**src/rtl/rd_pf_pkg.sv**
```systemverilog
package rd_pf_pkg;
  localparam logic [3:0] CMD_MEM_RD      = 4'b0110;
  localparam logic [3:0] CMD_MEM_RD_MULT = 4'b1100;
  localparam logic [3:0] CMD_MEM_RD_LINE = 4'b1110;

  typedef enum logic [1:0] {
    RK_SINGLE   = 2'd0,
    RK_ONE_LINE = 2'd1,
    RK_TWO_LINE = 2'd2
  } rd_kind_e;
endpackage

```
**src/rtl/rd_pf_rst_sync.sv**
```systemverilog
module rd_pf_rst_sync #(
  parameter int STAGES = 2
) (
  input  logic clk,
  input  logic arst_n,
  output logic rst_out_n
);
  logic [STAGES-1:0] sync_q;

  always_ff @(posedge clk or negedge arst_n) begin
    if (!arst_n) sync_q <= '0;
    else         sync_q <= {sync_q[STAGES-2:0], 1'b1};
  end

  assign rst_out_n = sync_q[STAGES-1];
endmodule

```
**src/rtl/rd_pf_classify.sv**
```systemverilog
module rd_pf_classify
  import rd_pf_pkg::*;
(
  input  logic [3:0] cmd,
  input  logic       win_hit,
  output rd_kind_e   kind
);
  always_comb begin
    unique case (cmd)
      CMD_MEM_RD_LINE: kind = RK_ONE_LINE;
      CMD_MEM_RD_MULT: kind = RK_TWO_LINE;
      CMD_MEM_RD:      kind = win_hit ? RK_ONE_LINE : RK_SINGLE;
      default:         kind = RK_SINGLE;
    endcase
  end
endmodule

```
**src/rtl/rd_pf_len_calc.sv**
```systemverilog
module rd_pf_len_calc
  import rd_pf_pkg::*;
#(
  parameter int CNT_W       = 8,
  parameter int BND_MAX_LOG = 10,
  parameter int BSEL_W      = 4
) (
  input  rd_kind_e                 kind,
  input  logic [BND_MAX_LOG-1:0]   dw_low,
  input  logic [CNT_W-1:0]         free_dw,
  input  logic [CNT_W-1:0]         line_dw,
  input  logic [BSEL_W-1:0]        bnd_log2,
  output logic [CNT_W-1:0]         fetch_cnt
);
  localparam int W = ((CNT_W + 1) > (BND_MAX_LOG + 1)) ? (CNT_W + 1) : (BND_MAX_LOG + 1);
  localparam logic [BSEL_W-1:0] K_MAX = BSEL_W'(BND_MAX_LOG);

  logic [BSEL_W-1:0] k_eff;
  logic [W-1:0]      span, offset, remain, dflt, free_w, min_a, min_b;

  always_comb begin
    k_eff  = (bnd_log2 > K_MAX) ? K_MAX : bnd_log2;
    span   = W'(1) << k_eff;
    offset = W'(dw_low) & (span - W'(1));
    remain = span - offset;
    dflt   = (kind == RK_TWO_LINE) ? (W'(line_dw) << 1) : W'(line_dw);
    free_w = W'(free_dw);
    min_a  = (dflt < free_w) ? dflt : free_w;
    min_b  = (min_a < remain) ? min_a : remain;
    if (kind == RK_SINGLE || min_b == '0) fetch_cnt = CNT_W'(1);
    else                                  fetch_cnt = CNT_W'(min_b);
  end
endmodule

```
**src/rtl/rd_prefetch_ctrl.sv**
```systemverilog
module rd_prefetch_ctrl
  import rd_pf_pkg::*;
#(
  parameter int ADDR_W      = 32,
  parameter int CNT_W       = 8,
  parameter int BND_MAX_LOG = 10,
  parameter int BSEL_W      = $clog2(BND_MAX_LOG + 1),
  parameter int SYNC_STAGES = 2
) (
  input  logic              clk,
  input  logic              rst_n,
  input  logic              rd_valid,
  input  logic [3:0]        rd_cmd,
  input  logic [ADDR_W-1:0] rd_addr,
  input  logic [3:0]        rd_be,
  input  logic              pf_win_hit,
  input  logic [CNT_W-1:0]  buf_free_dw,
  input  logic [CNT_W-1:0]  line_dw,
  input  logic [BSEL_W-1:0] bnd_log2,
  output logic              req_valid,
  output logic              req_prefetch,
  output logic              req_single,
  output logic [3:0]        req_be,
  output logic [CNT_W-1:0]  req_dw_cnt
);
  logic       core_rst_n;
  rd_kind_e   kind;
  logic [CNT_W-1:0] cnt_d;
  logic       pf_d, single_d;
  logic [3:0] be_d;

  rd_pf_rst_sync #(.STAGES(SYNC_STAGES)) u_rst (
    .clk(clk), .arst_n(rst_n), .rst_out_n(core_rst_n)
  );

  rd_pf_classify u_cls (
    .cmd(rd_cmd), .win_hit(pf_win_hit), .kind(kind)
  );

  rd_pf_len_calc #(.CNT_W(CNT_W), .BND_MAX_LOG(BND_MAX_LOG), .BSEL_W(BSEL_W)) u_len (
    .kind(kind), .dw_low(rd_addr[2 +: BND_MAX_LOG]), .free_dw(buf_free_dw),
    .line_dw(line_dw), .bnd_log2(bnd_log2), .fetch_cnt(cnt_d)
  );

  always_comb begin
    pf_d     = (kind != RK_SINGLE);
    single_d = ~pf_d;
    be_d     = pf_d ? 4'b1111 : rd_be;
  end

  always_ff @(posedge clk or negedge core_rst_n) begin
    if (!core_rst_n) begin
      req_valid    <= 1'b0;
      req_prefetch <= 1'b0;
      req_single   <= 1'b0;
      req_be       <= '0;
      req_dw_cnt   <= '0;
    end else begin
      req_valid <= rd_valid;
      if (rd_valid) begin
        req_prefetch <= pf_d;
        req_single   <= single_d;
        req_be       <= be_d;
        req_dw_cnt   <= cnt_d;
      end
    end
  end
endmodule

```
**config.mk**
```make
export PLATFORM = sky130hd
export DESIGN_NAME = rd_prefetch_ctrl
export DESIGN_NICKNAME = d
export VERILOG_FILES = /design/src/rtl/rd_pf_pkg.sv /design/src/rtl/rd_pf_rst_sync.sv /design/src/rtl/rd_pf_classify.sv /design/src/rtl/rd_pf_len_calc.sv /design/src/rtl/rd_prefetch_ctrl.sv
export SDC_FILE = /design/constraint.sdc
export NUM_CORES = 1
export LEC_CHECK = 0
export BUFFER_PORTS_ARGS = -buffer_cell sky130_fd_sc_hd__clkbuf_2
export CORE_AREA = 5 5 82 84
export DETAILED_ROUTE_END_ITERATION = 10
export DIE_AREA = 0 0 87 89
export SLEW_MARGIN = 20
export SYNTH_ARGS = -nofsm -noshare
export SYNTH_HDL_FRONTEND = slang
export SYNTH_SLANG_ARGS = --single-unit
export TNS_END_PERCENT = 10
```
**constraint.sdc**
```tcl
create_clock -name clk -period 0.8 [get_ports clk]
set_input_delay 0.08 -clock clk [delete_from_list [all_inputs] [get_ports clk]]
set_output_delay 0.08 -clock clk [all_outputs]
set_load 0.005 [all_outputs]
```
==> flow_summary.ini <==
[clock_tree]
htreeDepth = 1
cts.sink_count = 17
clock_insertion_delay_worst_skew_ns = 0.25
numCtsBuffers = 3
cts_tree = yes
clock_edge_transition_at_the_registers_on_the_reported_setup_and_hold_paths_ns = 0.07
clock_tree.root_cell = sky130_fd_sc_hd__clkbuf_8
clockBufferDepth = 2

[hold_path]
hold_class = input pin to flop

[power]
leakagePower_nw = 1.78
cellPowerDensity_nw_per_um2 = 1170
worst_ir_drop_vdd_v = 0.000815

[critical_path]
crit_path_max_fanout = 8
critical_path_arrival_ns = 4.24
endpoint_kind = flop
criticalPathCategory = input pin to flop
critical_path_source_type = input pin
cp.required_ns = 0.94

[place]
finalWeightedCongestion = 0.876
post-dp-hpwl_mm = 5.18
detailed_place.area_sq_um = 3120
place.port_buffers = 56

[route]
drt_pass1_iterations = 4
drt_drc_violations_left = 0
avg_wl_per_cell_um = 14.2
detail-route-antenna-nets = 0
first_iter_violations = 69
dr_total_vias = 2442
routed_wirelength_mm = 6.82
vias_per_cell = 5.09

[floorplanning]
core_region_area_sq_um = 5850
die_h_um = 89
effective_utilization_at_floorplan_pct = 34.5
top_level_ports = 79
die_w_um = 87
placementRows = 28
fp.dieArea_sq_um = 7740

[synthesis]
synth.distinct_cells = 57
asyncSetResetFlopFracSynth_pct = 100
syn-num-nets = 330
syn-cell-area_sq_um = 2020
synth-edff-count = 0
number_of_synthesis_warnings = 0
synth.yosys.seq_area_share_pct = 21.1
post_synth_inst_count = 243
syn-mean-instance-area_sq_um = 8.31
synth_top_flop_cell = sky130_fd_sc_hd__dfrtp_1
ys_ff_latch = 17

[sta]
finalSetupViolations = 23
final_period_minus_worst_setup_slack_ns = 4.10
final-max-slew-violation-count = 0
timing.final.ws_setup_ns = -3.30
max_freq_mhz = 244
unrepaired_setup_endpoints_after_global_routing = yes
timing.final.crit_share_pct = 513
final.setup_skew_ns = 0.00243
timing_hold_violations_final = 0

[finish]
antennaDiodeCount = 0
syn2layout_area_growth_pct = 74.6
postLayoutCellArea_sq_um = 3520
drive_above_1_share_pct = 54.6
design.final.nets = 493
final_core_util_pct = 60.2

[grt]
grt_pass1_vias = 2487
globalRoute.totalOverflow = 0
grt_use_met3_pct = 2.40
top_usage_layer_grt = met2
grt_util_met2_pct = 32.4
groute.layer.met1.usage_pct = 20.5
antenna_found_initial = 0
grt_pass1_wl_mm = 10.9
global_route.usage.total_pct = 17.1
grt_max_degree = 18

[run_status]
run_status = complete, but fails checks
violated_checks = setup timing

[run]
cap_violations = 0
[state kept, by name (all words and copies together), names as in the netlist]
register	cells
req_prefetch	1
u_rst.sync_q	2
req_be	4
req_single	1
req_valid	1
req_dw_cnt	8
[path summary, 6_finish.rpt]
check | start | to | slack, ns | cells past startpoint
max | rd_cmd[1] | req_dw_cnt[2] | -3.30 | 20
min | rd_be[3] | req_be[3] | 0.03 | 2
max reg2reg | req_dw_cnt[5] | req_dw_cnt[5] | -0.14 | 2
min reg2reg | u_rst.sync_q[1] | req_dw_cnt[1] | 0.17 | 1
max in group asynchronous | u_rst.sync_q[1] | req_dw_cnt[0] | 0.45 | 1
min in group asynchronous | rst_n | u_rst.sync_q[1] | 0.14 | 2
[cells in the final DEF (no fill, tap or decap), types with 3 or more instances in the layout]
| master | instances |
|---|---|
| sky130_fd_sc_hd__a21oi_4 | 3 |
| sky130_fd_sc_hd__clkbuf_2 | 54 |
| sky130_fd_sc_hd__o21ai_0 | 7 |
| sky130_fd_sc_hd__buf_4 | 107 |
| sky130_fd_sc_hd__dfrtp_1 | 17 |
| sky130_fd_sc_hd__xor2_1 | 3 |
| sky130_fd_sc_hd__nand2_1 | 16 |
| sky130_fd_sc_hd__a211o_1 | 3 |
| sky130_fd_sc_hd__a21oi_1 | 5 |
| sky130_fd_sc_hd__a21o_1 | 4 |
| sky130_fd_sc_hd__nor2_4 | 3 |
| sky130_fd_sc_hd__a31oi_1 | 4 |
| sky130_fd_sc_hd__clkbuf_8 | 3 |
| sky130_fd_sc_hd__xnor2_1 | 5 |
| sky130_fd_sc_hd__nor3_1 | 6 |
| sky130_fd_sc_hd__o21ai_2 | 3 |
| sky130_fd_sc_hd__nand4_1 | 3 |
| sky130_fd_sc_hd__ha_1 | 18 |
| sky130_fd_sc_hd__a21oi_2 | 4 |
| sky130_fd_sc_hd__nand3_1 | 5 |
| sky130_fd_sc_hd__nor2b_1 | 7 |
| sky130_fd_sc_hd__o311ai_0 | 3 |
| sky130_fd_sc_hd__ha_4 | 4 |
| sky130_fd_sc_hd__nand2b_1 | 6 |
| sky130_fd_sc_hd__mux2_2 | 4 |
| sky130_fd_sc_hd__nor2_1 | 8 |
| sky130_fd_sc_hd__o22a_1 | 4 |
| sky130_fd_sc_hd__mux2i_1 | 3 |
| sky130_fd_sc_hd__inv_1 | 21 |
| sky130_fd_sc_hd__a311o_1 | 5 |
| sky130_fd_sc_hd__nor2_2 | 3 |
[layer usage]
metal / vias to the layer above / wire length, um
met4: 0 / 110
met1: 1143 / 2860
li1: 1235 / -
met3: 11 / 313
met5: - / 0
met2: 53 / 3540
[kinds of logic after synthesis]
group,count (synthesis),share of synthesized area (%)
DFF,17,21.1
xor gates and xnor gates,8,3.47
AOI/OAI and AO/OA,66,23.9
muxes,12,6.32
other,2,0.372
and+or+nand+nor,84,23.1
adders and majority gates,23,14.6
buffers and inverters,31,7.07
[report_power, final]
group / internal, mW / switching, mW
sequential: 0.922 / 0.0301
clock: 0.346 / 0.293
combinational: 1.38 / 1.16
[cells in the mapped netlist (3+ instances only)]
| library cell | number | area share, % |
|---|---|---|
| sky130_fd_sc_hd__nand4_1 | 3 | 0.93 |
| sky130_fd_sc_hd__nand3_1 | 5 | 1.2 |
| sky130_fd_sc_hd__nand2_1 | 19 | 3.5 |
| sky130_fd_sc_hd__mux2i_1 | 6 | 3.0 |
| sky130_fd_sc_hd__o22a_1 | 4 | 1.7 |
| sky130_fd_sc_hd__o22ai_1 | 3 | 0.93 |
| sky130_fd_sc_hd__dfrtp_1 | 17 | 21 |
| sky130_fd_sc_hd__ha_1 | 22 | 14 |
| sky130_fd_sc_hd__inv_1 | 22 | 4.1 |
| sky130_fd_sc_hd__xnor2_1 | 5 | 2.2 |
| sky130_fd_sc_hd__nand2b_1 | 6 | 1.9 |
| sky130_fd_sc_hd__a21oi_1 | 12 | 3.0 |
| sky130_fd_sc_hd__a31oi_1 | 4 | 1.2 |
| sky130_fd_sc_hd__a21o_1 | 4 | 1.5 |
| sky130_fd_sc_hd__xor2_1 | 3 | 1.3 |
| sky130_fd_sc_hd__or2_2 | 3 | 0.93 |
| sky130_fd_sc_hd__mux2_2 | 6 | 3.3 |
| sky130_fd_sc_hd__a311o_1 | 5 | 2.5 |
| sky130_fd_sc_hd__nor3_1 | 8 | 2.0 |
| sky130_fd_sc_hd__nor2_1 | 14 | 2.6 |
| sky130_fd_sc_hd__and3_1 | 3 | 0.93 |
| sky130_fd_sc_hd__o311ai_0 | 3 | 1.3 |
| sky130_fd_sc_hd__nor2b_1 | 8 | 2.5 |
| sky130_fd_sc_hd__a211o_1 | 3 | 1.3 |
| sky130_fd_sc_hd__clkbuf_1 | 5 | 0.93 |
| sky130_fd_sc_hd__o21ai_0 | 10 | 2.5 |
[repair_timing]
action	4_1_cts	5_1_grt
pin swaps	20	6
setup endpoints to repair	25	25
buffers inserted	5	8
cloned	2	0
hold endpoints to repair	2	0
gates resized for setup	27	18
hold buffers	1	0
[metrics by stage]
| stage | setup TNS (ns) | total power, mW | setup slack (ns) | hold WS (ns) | instances |
|---|---|---|---|---|---|
| after floorplan | -26.32 | 2.03 | -3.37 | -0.216 | 243 |
| after global placement | -29.78 | 2.96 | -3.56 | -0.134 | 460 |
| after detailed placement | -30.83 | 3.01 | -3.70 | -0.131 | 460 |
| after CTS | -26.24 | 3.96 | -3.19 | 0.0264 | 472 |
| after global routing | -28.70 | 4.43 | -3.43 | 0.0340 | 480 |
| final | -26.91 | 4.14 | -3.30 | 0.0320 | 480 |
[cell type report]
cell class,count,area [sq um]
fillers,516,2330
multi-input cells,197,1750
repair buffers,165,1130
flip-flops and latches,17,425
well taps,75,93.8
inverters,22,82.6
clock buffers,3,41.3
clock inverters,1,5.00
[worst max-delay path: stages]
cell and delay [ns]:
sky130_fd_sc_hd__buf_6 0.09, sky130_fd_sc_hd__nor4bb_2 0.26, sky130_fd_sc_hd__buf_4 0.25, sky130_fd_sc_hd__mux2_4 0.35, sky130_fd_sc_hd__ha_4 0.22, sky130_fd_sc_hd__and3_4 0.16, sky130_fd_sc_hd__a221o_1 0.36, sky130_fd_sc_hd__a21oi_4 0.18
sky130_fd_sc_hd__nand2_4 0.14, sky130_fd_sc_hd__nand2_2 0.09, sky130_fd_sc_hd__o21ai_2 0.06, sky130_fd_sc_hd__ha_1 0.32, sky130_fd_sc_hd__a211o_1 0.31, sky130_fd_sc_hd__o211ai_1 0.13, sky130_fd_sc_hd__a21oi_2 0.10, sky130_fd_sc_hd__or2_4 0.25
sky130_fd_sc_hd__o311a_4 0.34, sky130_fd_sc_hd__nand4_4 0.13, sky130_fd_sc_hd__nor3_2 0.06, sky130_fd_sc_hd__a311o_1 0.31
Note: power is estimated with default switching activity, not from simulation.
